--- src/rtl/wdog_pkg.sv ---
package wdog_pkg;

  localparam int unsigned PRE_W     = 8;
  localparam int unsigned SEL_W     = 2;
  localparam int unsigned EN_BIT    = 0;
  localparam int unsigned RSTEN_BIT = 1;
  localparam int unsigned IRQEN_BIT = 2;
  localparam int unsigned SEL_LSB   = 3;
  localparam int unsigned FLAG_BIT  = 5;
  localparam int unsigned PRE_LSB   = 8;

  typedef enum logic [1:0] {
    REG_CTRL   = 2'd0,
    REG_RELOAD = 2'd1,
    REG_COUNT  = 2'd2,
    REG_NONE   = 2'd3
  } wd_reg_e;

  typedef struct packed {
    logic [PRE_W-1:0] pre;
    logic [SEL_W-1:0] sel;
    logic             irq_en;
    logic             rst_en;
    logic             en;
  } wd_ctrl_t;

endpackage

--- src/rtl/wdog_rst_sync.sv ---
module wdog_rst_sync #(
  parameter int STAGES = 2
) (
  input  logic clk,
  input  logic rst_ni,
  output logic rst_no
);

  logic [STAGES-1:0] sync_q;

  always_ff @(posedge clk or negedge rst_ni) begin
    if (!rst_ni) sync_q <= '0;
    else         sync_q <= {sync_q[STAGES-2:0], 1'b1};
  end

  assign rst_no = sync_q[STAGES-1];

endmodule

--- src/rtl/wdog_scaler.sv ---
module wdog_scaler #(
  parameter int PRE_W     = 8,
  parameter int SEL_W     = 2,
  parameter int BASE_LOG2 = 4
) (
  input  logic             clk,
  input  logic             rst_n,
  input  logic             run,
  input  logic [PRE_W-1:0] pre_cfg,
  input  logic [SEL_W-1:0] sel_cfg,
  output logic             tick_o
);

  localparam int DIV_W = BASE_LOG2 + (1 << SEL_W) - 1;

  logic [PRE_W-1:0] pre_cnt_q, pre_cnt_d;
  logic [PRE_W-1:0] pre_act_q, pre_act_d;
  logic [SEL_W-1:0] sel_act_q, sel_act_d;
  logic [DIV_W-1:0] div_cnt_q, div_cnt_d;
  logic [DIV_W-1:0] div_last;
  logic             pre_tc;
  logic             div_tc;

  // Last divider count for the active select: 2^(BASE+sel) - 1.
  always_comb begin
    div_last = DIV_W'((32'd1 << (BASE_LOG2 + 32'(sel_act_q))) - 32'd1);
  end

  assign pre_tc = run && (pre_cnt_q == pre_act_q);
  assign div_tc = (div_cnt_q >= div_last);
  assign tick_o = pre_tc && div_tc;

  always_comb begin
    pre_cnt_d = pre_cnt_q;
    pre_act_d = pre_act_q;
    sel_act_d = sel_act_q;
    div_cnt_d = div_cnt_q;
    if (!run) begin
      // Idle: restart from a clean period and track the programmed scale.
      pre_cnt_d = '0;
      div_cnt_d = '0;
      pre_act_d = pre_cfg;
      sel_act_d = sel_cfg;
    end else if (pre_tc) begin
      // Terminal count: the only point where new scale settings are taken.
      pre_cnt_d = '0;
      pre_act_d = pre_cfg;
      sel_act_d = sel_cfg;
      div_cnt_d = div_tc ? '0 : div_cnt_q + 1'b1;
    end else begin
      pre_cnt_d = pre_cnt_q + 1'b1;
    end
  end

  always_ff @(posedge clk or negedge rst_n) begin
    if (!rst_n) begin
      pre_cnt_q <= '0;
      pre_act_q <= '1;
      sel_act_q <= '1;
      div_cnt_q <= '0;
    end else begin
      pre_cnt_q <= pre_cnt_d;
      pre_act_q <= pre_act_d;
      sel_act_q <= sel_act_d;
      div_cnt_q <= div_cnt_d;
    end
  end

endmodule

--- src/rtl/wdog_downcount.sv ---
module wdog_downcount #(
  parameter int               CNT_W   = 16,
  parameter logic [CNT_W-1:0] RST_VAL = 'h8000
) (
  input  logic             clk,
  input  logic             rst_n,
  input  logic             tick,
  input  logic             load,
  input  logic [CNT_W-1:0] load_val,
  input  logic [CNT_W-1:0] reload_val,
  output logic [CNT_W-1:0] cnt_o,
  output logic             expire_o
);

  logic [CNT_W-1:0] cnt_q, cnt_d;

  // A tick that would take the count to zero (or below) is the expiry.
  assign expire_o = tick && !load && (cnt_q <= CNT_W'(1));
  assign cnt_o    = cnt_q;

  always_comb begin
    cnt_d = cnt_q;
    if (load)          cnt_d = load_val;
    else if (expire_o) cnt_d = reload_val;
    else if (tick)     cnt_d = cnt_q - 1'b1;
  end

  always_ff @(posedge clk or negedge rst_n) begin
    if (!rst_n) cnt_q <= RST_VAL;
    else        cnt_q <= cnt_d;
  end

endmodule

--- src/rtl/wdog_pulse.sv ---
module wdog_pulse #(
  parameter int LEN = 128
) (
  input  logic clk,
  input  logic rst_n,
  input  logic trig,
  output logic pulse_o
);

  localparam int PW = $clog2(LEN + 1);

  logic [PW-1:0] left_q, left_d;

  always_comb begin
    left_d = left_q;
    if (trig)              left_d = PW'(LEN);
    else if (left_q != '0) left_d = left_q - 1'b1;
  end

  always_ff @(posedge clk or negedge rst_n) begin
    if (!rst_n) left_q <= '0;
    else        left_q <= left_d;
  end

  assign pulse_o = (left_q != '0);

endmodule

--- src/rtl/wdog_timer.sv ---
module wdog_timer
  import wdog_pkg::*;
#(
  parameter int               CNT_W     = 16,
  parameter int               BASE_LOG2 = 4,
  parameter int               RST_LEN   = 128,
  parameter logic [CNT_W-1:0] CNT_RESET = 'h8000
) (
  input  logic             clk,
  input  logic             rst_n,
  input  logic             bus_we,
  input  logic [1:0]       bus_addr,
  input  logic [CNT_W-1:0] bus_wdata,
  output logic [CNT_W-1:0] bus_rdata,
  output logic             irq_o,
  output logic             rst_req_o
);

  localparam wd_ctrl_t CTRL_RESET = '{pre: '1, sel: '1, irq_en: 1'b0,
                                      rst_en: 1'b1, en: 1'b1};

  logic             rst_sync_n;
  wd_ctrl_t         ctrl_q, ctrl_d;
  logic [CNT_W-1:0] data_q, data_d;
  logic             flag_q, flag_d;
  logic             wr_ctrl, wr_data, wr_cnt;
  logic             tick_w, expire_w;
  logic [CNT_W-1:0] count_w;
  logic             run_w, rst_en_w;

  wdog_rst_sync #(.STAGES(2)) u_rst_sync (
    .clk    (clk),
    .rst_ni (rst_n),
    .rst_no (rst_sync_n)
  );

  assign wr_ctrl  = bus_we && (wd_reg_e'(bus_addr) == REG_CTRL);
  assign wr_data  = bus_we && (wd_reg_e'(bus_addr) == REG_RELOAD);
  assign wr_cnt   = bus_we && (wd_reg_e'(bus_addr) == REG_COUNT);
  assign run_w    = ctrl_q.en;
  assign rst_en_w = ctrl_q.rst_en;

  always_comb begin
    ctrl_d = ctrl_q;
    data_d = data_q;
    flag_d = flag_q;
    if (wr_ctrl) begin
      ctrl_d.pre    = bus_wdata[PRE_LSB +: PRE_W];
      ctrl_d.sel    = bus_wdata[SEL_LSB +: SEL_W];
      ctrl_d.irq_en = bus_wdata[IRQEN_BIT];
      ctrl_d.rst_en = bus_wdata[RSTEN_BIT];
      ctrl_d.en     = bus_wdata[EN_BIT];
      if (bus_wdata[FLAG_BIT]) flag_d = 1'b0;
    end
    if (wr_data) data_d = bus_wdata;
    // A fresh expiry wins over a clear in the same cycle.
    if (expire_w && ctrl_q.irq_en) flag_d = 1'b1;
  end

  always_ff @(posedge clk or negedge rst_sync_n) begin
    if (!rst_sync_n) begin
      ctrl_q <= CTRL_RESET;
      data_q <= CNT_RESET;
      flag_q <= 1'b0;
    end else begin
      ctrl_q <= ctrl_d;
      data_q <= data_d;
      flag_q <= flag_d;
    end
  end

  wdog_scaler #(
    .PRE_W     (PRE_W),
    .SEL_W     (SEL_W),
    .BASE_LOG2 (BASE_LOG2)
  ) u_scaler (
    .clk     (clk),
    .rst_n   (rst_sync_n),
    .run     (run_w),
    .pre_cfg (ctrl_q.pre),
    .sel_cfg (ctrl_q.sel),
    .tick_o  (tick_w)
  );

  wdog_downcount #(
    .CNT_W   (CNT_W),
    .RST_VAL (CNT_RESET)
  ) u_count (
    .clk        (clk),
    .rst_n      (rst_sync_n),
    .tick       (tick_w),
    .load       (wr_cnt),
    .load_val   (bus_wdata),
    .reload_val (data_q),
    .cnt_o      (count_w),
    .expire_o   (expire_w)
  );

  wdog_pulse #(.LEN(RST_LEN)) u_pulse (
    .clk     (clk),
    .rst_n   (rst_sync_n),
    .trig    (expire_w && rst_en_w),
    .pulse_o (rst_req_o)
  );

  always_comb begin
    case (wd_reg_e'(bus_addr))
      REG_CTRL:   bus_rdata = CNT_W'({ctrl_q.pre, 2'b00, flag_q, ctrl_q.sel,
                                      ctrl_q.irq_en, ctrl_q.rst_en, ctrl_q.en});
      REG_RELOAD: bus_rdata = data_q;
      REG_COUNT:  bus_rdata = count_w;
      default:    bus_rdata = '0;
    endcase
  end

  assign irq_o = flag_q;

endmodule

--- config.mk ---
export PLATFORM = sky130hd
export DESIGN_NAME = wdog_timer
export DESIGN_NICKNAME = d
export VERILOG_FILES = /design/src/rtl/wdog_pkg.sv /design/src/rtl/wdog_rst_sync.sv /design/src/rtl/wdog_scaler.sv /design/src/rtl/wdog_downcount.sv /design/src/rtl/wdog_pulse.sv /design/src/rtl/wdog_timer.sv
export SDC_FILE = /design/constraint.sdc
export NUM_CORES = 1
export LEC_CHECK = 0
export CORE_MARGIN = 2
export CORE_UTILIZATION = 40
export CTS_BUF_LIST = sky130_fd_sc_hd__clkbuf_8
export DETAILED_ROUTE_END_ITERATION = 8
export PLACE_DENSITY_LB_ADDON = 0.05
export SLEW_MARGIN = 20
export SYNTH_ARGS = -nofsm -noshare
export SYNTH_HDL_FRONTEND = slang
export SYNTH_SLANG_ARGS = --single-unit
--- constraint.sdc ---
create_clock -name clk -period 3.1 [get_ports clk]
set_input_delay 0.62 -clock clk [delete_from_list [all_inputs] [get_ports clk]]
set_output_delay 0.62 -clock clk [all_outputs]
set_load 0.02 [all_outputs]
==> run summary, run 1 <==
Status: finished clean
Post-synthesis compound-gate area fraction: 0.105
Yosys top cell by area: dfrtp_1
Post-synth top cells: dfrtp_1, nand2_1, mux2_2
Lkg Pwr: 2.12 nW
Fin crit share: 0.969
Detailed placer's ending HPWL: 7.19 mm
Final setup TNS: 0 ns
Worst Slack Setup Final: 0.0955 ns
Ys Warns: 0
TritonCTS Buffers: 9
CTS tree: built
Antenna Nets Post-Route: 0
CTS Buffer Depth: 2
Clk slew on worst S/H paths: 0.08 ns
Post-synthesis mux area share: 0.160
Min Tclk post-route: 3.00 ns
FFs w/ async S/R, synth: 1.00
Iteration count of the initial detailed-routing pass: 4
Layout cells sized above 1: 0.222
Startpoint types: flop
Mapped Area: 4360 um^2
Register bit total from synthesis: 81
Rel. slew slack: 0.612
Most frequent cell after synthesis: dfrtp_1
P&R area growth vs syn: 19.6%
# IOs: 39
Pre-CTS WS: 0.0858 ns
Max rail drop VDD: 0.325 mV
Overflow after GRT: 0
Post-Synth Adder-Cell Area: 0.0230
Crit path DAT: 2.38 ns
Number of max-cap violations: 0
Syn_area_per_cell: 10.3 um^2
Layout Skew: 0.0112 ns
Post-synth EDFFs: 0
Worst Tran Pin Value: 0.581 ns
Top cells by area, synth: dfrtp_1, dfstp_2, mux2_2
Routed wire length: 10.2 mm
Largest net degree at the start of global routing: 80
RD Place Congestion: 0.793
Mapped Cells: 425
Launching point of the worst reg2reg path: u_count.cnt_o[0]
RSZ-0062 raised after global routing: no
Synth Area in XOR/XNOR: 0.0542
Yosys top cell area share: 0.327
Initial antenna violation count: 0
Worst Reg2Reg Path Length in Cells: 8
Setup bufs post-CTS: 0
Final setup fails: 0
Via Count: 3252
Count of different cell masters after synthesis: 46
First-pass GRT wire length: 17.1 mm
Crit. Startpoint: u_pulse.left_q[0]
CORE AREA: 10700 um^2
Clock sinks: 81
Design Area, Final: 5220 um^2
Max frequency: 333 MHz
Initial Util: 0.406
Hold Crit Class: reg2async
Reg2Reg Setup Slack: 0.57 ns
Post-synthesis simple-gate area fraction: 0.156
H-tree Lvls: 3
Die area: 11800 um^2
Top FF cell, synth: dfrtp_1
Critical Path RT: 2.48 ns
Largest family of logic cells by synthesized area: multiplexers
Hold buffers post-CTS: 0
Placement Cell Area: 4990 um^2
Crit path kind: reg2out
RR Endpoint: u_count.cnt_o[5]
Critical-path maximum fanout: 5
Seq/Total Area, Yosys: 0.472
Syn Nets: 454
Final hold vios: 0
Detailed-route vias per instance: 5.27
Final max-slew violation count: 0
Diode count: 0
Total Routing Usage GR: 0.190
# fillers: 1056
DR WL/cell: 16.6 um
Die Span Y: 108 um
Clk_lat worst skew: 0.36 ns
Vias in the first global route: 3294
Residual DRC: 0
Power Dens Cells: 544 nW/um^2
Final #Nets: 501
Die Width: 108 um
Row count: 38
PortBufs: 38
Iter 0 DRT Violations: 126
Element type at the critical path end: output pin
CTS root buffer: clkbuf_8
==> report_power, final <==
part / leakage, nW / internal (mW) / switching (mW) / total [mW]
registers: 0.949 / 1.28 / 0.184 / 1.46
clock network: 0.0992 / 0.365 / 0.400 / 0.765
logic: 1.08 / 0.335 / 0.277 / 0.612
total: 2.12 / 1.98 / 0.861 / 2.84
==> placed cells by master, fill, tap and decap left out, types with 2 or more instances in the layout <==
cell              n
a21o_1            2
xor2_1           10
mux2_2           39
nand4_1           6
o21ai_0          30
dfstp_2          24
nor4_1            2
dfrtp_1          56
clkdlybuf4s50_1  37
or3b_2            2
nand2_1          43
clkbuf_8          9
nand3_1          10
clkinvlp_4        2
ha_1              8
nand2b_1          5
buf_4            15
a211o_1           2
a211oi_1          2
xnor2_1          17
nor2_1           33
buf_12            2
or3_1             2
nor3b_1           3
nor3_2            2
a31oi_1           4
a21oi_1          20
nor2b_1           5
or2_0             2
and3_1            5
inv_1            12
mux2i_1          26
a22o_1            3
nor3_1            9
and2_1            2
o211ai_1          8
==> worst max path at each step <==
stage | endpoint | slack (ns) | depth (start not counted)
2_1_floorplan | bus_rdata[10] | 0.59 | 4
3_3_place_gp | bus_rdata[7] | 0.12 | 5
3_5_place_dp | bus_rdata[7] | 0.09 | 5
4_1_cts | rst_req_o | 0.03 | 7
5_1_grt | rst_req_o | 0.0008 | 7
6_report | rst_req_o | 0.1 | 7
==> routing by layer <==
metal / track usage / wire, um
met3: 0.0295 / 342
met5: 0 / 0
met2: 0.304 / 4880
met4: 0.0751 / 197
met1: 0.257 / 4820
==> logic make-up after synthesis <==
group,after synthesis
simple gates,136
flops,81
compound gates,77
mux,65
buf+inv,30
xor+xnor,27
fa+ha+maj,8
other cells,1
==> layout make-up <==
| class | instances | area, um^2 | area share |
|---|---|---|---|
| multi-input combinational | 314 | 2190 | 0.420 |
| sequential | 81 | 2060 | 0.395 |
| timing repair buffer | 56 | 561 | 0.107 |
| tap | 140 | 175 | 0.0336 |
| clock buffer | 9 | 124 | 0.0237 |
| clock inverter | 7 | 65.1 | 0.0125 |
| inverter | 10 | 37.5 | 0.00720 |
==> through the flow <==
| step | total power, mW | utilization | hold slack (ns) | cells |
|---|---|---|---|---|
| after detailed placement | 2.10 | 0.465 | 0.336 | 600 |
| after CTS | 2.87 | 0.483 | 0.368 | 616 |
| final | 2.84 | 0.485 | 0.302 | 617 |
| after floorplan | 1.84 | - | 0.324 | 425 |
| after global placement | 2.09 | 0.465 | 0.343 | 600 |
| after global routing | 3.01 | 0.485 | 0.348 | 617 |
==> state kept, by name (all words and copies together) (netlist names) <==
name	flops
u_pulse.left_q	8
u_scaler.div_cnt_q	7
u_scaler.pre_act_q	8
u_scaler.sel_act_q	2
run_w	1
data_q	16
u_rst_sync.sync_q	2
u_scaler.pre_cnt_q	8
rst_en_w	1
irq_o	1
u_count.cnt_o	16
ctrl_q	11
==> worst max-delay path, stage by stage (launching register included) <==
cell and delay [ns]:
dfrtp_1 0.38, inv_1 0.09, ha_1 0.18, or3b_2 0.48, or3_4 0.38, nor3_4 0.16
inv_2 0.08, clkdlybuf4s15_1 0.29
==> repair_timing <==
action	CTS	global route
endpoints found under the setup margin	1	1
resized for setup	2	1
pin swaps	0	0
cloned	0	0
Note: power is estimated with default switching activity, not from simulation.
==> inputs of run 2 (changes only) <==
- SKIP_LAST_GASP: unset -> 1
==> results of run 2 <==
Same layout as run 1: the final DEF is identical, and so are final timing and power.
==> inputs of run 3 (changes only) <==
- CORE_UTILIZATION: 40 -> 54
- clock period: 3.1 -> 2.5 ns (I/O delays scaled with it)
==> run 3 against run 2 <==
The flow now finishes with violations (setup timing). Utilization increased by 20 points. Combinational power grew 21%. Final cell count fell by 4.1%. Critical endpoint unchanged. Largest cell class unchanged. Largest power group unchanged.
==> run summary, run 3 (synthesis gave the netlist of run 1 again) <==
Reg2Reg Setup Slack: 0.24 ns
Worst Tran Pin Value: 0.602 ns
Pre-CTS WS: -0.236 ns
# fillers: 627
Die Width: 93.9 um
Power Dens Cells: 680 nW/um^2
Min Tclk post-route: 2.58 ns
Fin crit share: 1.03
CORE AREA: 7770 um^2
Commonest non-fill, non-tap cell in the layout: dfrtp_1
Failing checks: setup timing
CTS Buffer Depth: 2
# IOs: 39
Lkg Pwr: 2.23 nW
P&R area growth vs syn: 21.3%
Initial Util: 0.561
Most frequent cells in the layout: dfrtp_1, nand2_1, mux2_2, nor2_1, o21ai_0
Placement Cell Area: 5030 um^2
Diode count: 0
Largest net degree at the start of global routing: 78
Number of max-cap violations: 0
Max incr delay on CP: 0.40 ns
Clk slew on worst S/H paths: 0.10 ns
Final hold vios: 0
Max rail drop VDD: 0.405 mV
Die area: 8810 um^2
Launching point of the worst reg2reg path: u_scaler.sel_act_q[1]
First-pass GRT wire length: 16.3 mm
Hold slack: 0.206 ns
RD Place Congestion: 0.877
Max frequency: 388 MHz
Detailed placer's ending HPWL: 6.76 mm
Detailed-route vias per instance: 5.66
TritonCTS Buffers: 9
Crit-path cells: inv_2 > ha_4 > or3b_4 > or3_4 > nor3_4 > inv_2 > buf_6
Layout cells sized above 1: 0.263
DR WL/cell: 16.2 um
Total Routing Usage GR: 0.238
Residual DRC: 0
RSZ-0062 raised after global routing: yes
Worst Slack Setup Final: -0.0786 ns
H-tree Lvls: 3
RR Endpoint: u_count.cnt_o[3]
Crit path kind: reg2out
Die Span Y: 93.9 um
Antenna Nets Post-Route: 0
Clk_lat worst skew: 0.36 ns
Hold buffers post-CTS: 0
Initial antenna violation count: 0
Status: finished with violations
Hold Crit Class: reg2async
Area occupied by multi-input gates: 2210 um^2
Iteration count of the initial detailed-routing pass: 4
Overflow after GRT: 0
Slowest-stage cell, CP: dfrtp_1
CTS root buffer: clkbuf_8
Worst Reg2Reg Path Length in Cells: 8
Layout Skew: 0.0196 ns
CTS tree: built
Element type at the critical path end: output pin
Design Area, Final: 5290 um^2
Final #Nets: 514
Iter 0 DRT Violations: 194
Rel. slew slack: 0.598
CP most frequent cell: inv_2
Crit path DAT: 2.08 ns
Seq. cell area: 2060 um^2
Final setup fails: 1
Routed wire length: 9.57 mm
Post-layout util: 0.681
Row count: 32
PortBufs: 38
Via Count: 3351
Critical-path maximum fanout: 2
Clock sinks: 81
Final max-slew violation count: 0
Vias in the first global route: 3350
Startpoint types: flop
Critical Path RT: 2.00 ns
## run 3: area by class of cell
type                       count  share of cell area
inverter                      10             0.00710
timing repair buffer          69               0.120
multi-input combinational    314               0.418
sequential                    81               0.390
clock buffer                   9              0.0234
clock inverter                 7              0.0177
tap                          102              0.0241
## run 3: where the power goes
group	internal [mW]	switching [mW]
Combinational	0.390	0.352
Sequential	1.58	0.220
Clock	0.563	0.488
## run 3: how the worst max path moves through the flow
stage                               startpoint            end  slack (ns)  depth (start not counted)
after CTS                    u_pulse.left_q[1]      rst_req_o       -0.17                          7
after global routing         u_pulse.left_q[0]      rst_req_o       -0.16                          7
after global placement             bus_addr[0]  bus_rdata[13]       -0.22                          6
final                        u_pulse.left_q[0]      rst_req_o       -0.08                          7
after detailed placement     u_pulse.left_q[0]      rst_req_o       -0.24                          7
after floorplan           u_rst_sync.sync_q[1]      ctrl_q[2]        0.12                          0
## run 3: timing repair
item / 4_1_cts / 5_1_grt
resized for setup: 25 / 13
pin swaps: 1 / 3
setup buffers: 1 / 1
hold endpoints to repair: 0 / 0
cloned: 0 / 0
setup endpoints to repair: 17 / 6
## run 3: metal layers
layer	routed length, um	global-route usage
met4	161	0.0761
met3	311	0.0369
met1	4510	0.330
met5	0	0
met2	4590	0.385
## run 3: metrics by stage
| step | total power [mW] | setup TNS, ns | cells |
|---|---|---|---|
| 5_1_grt | 3.79 | -0.161 | 592 |
| 2_1_floorplan | 2.29 | 0 | 425 |
| 6_report | 3.59 | -0.0786 | 592 |
| 3_5_place_dp | 2.60 | -2.94 | 573 |
| 3_3_place_gp | 2.57 | -2.76 | 573 |
| 4_1_cts | 3.62 | -0.172 | 590 |
## run 3: critical path, delay by kind of cell (launching register included)
kind                       cells  cell delay, ns
and+or+nand+nor                3            0.92
DFF                            1            0.40
buffers and inverters          3            0.28
adders and majority gates      1            0.13
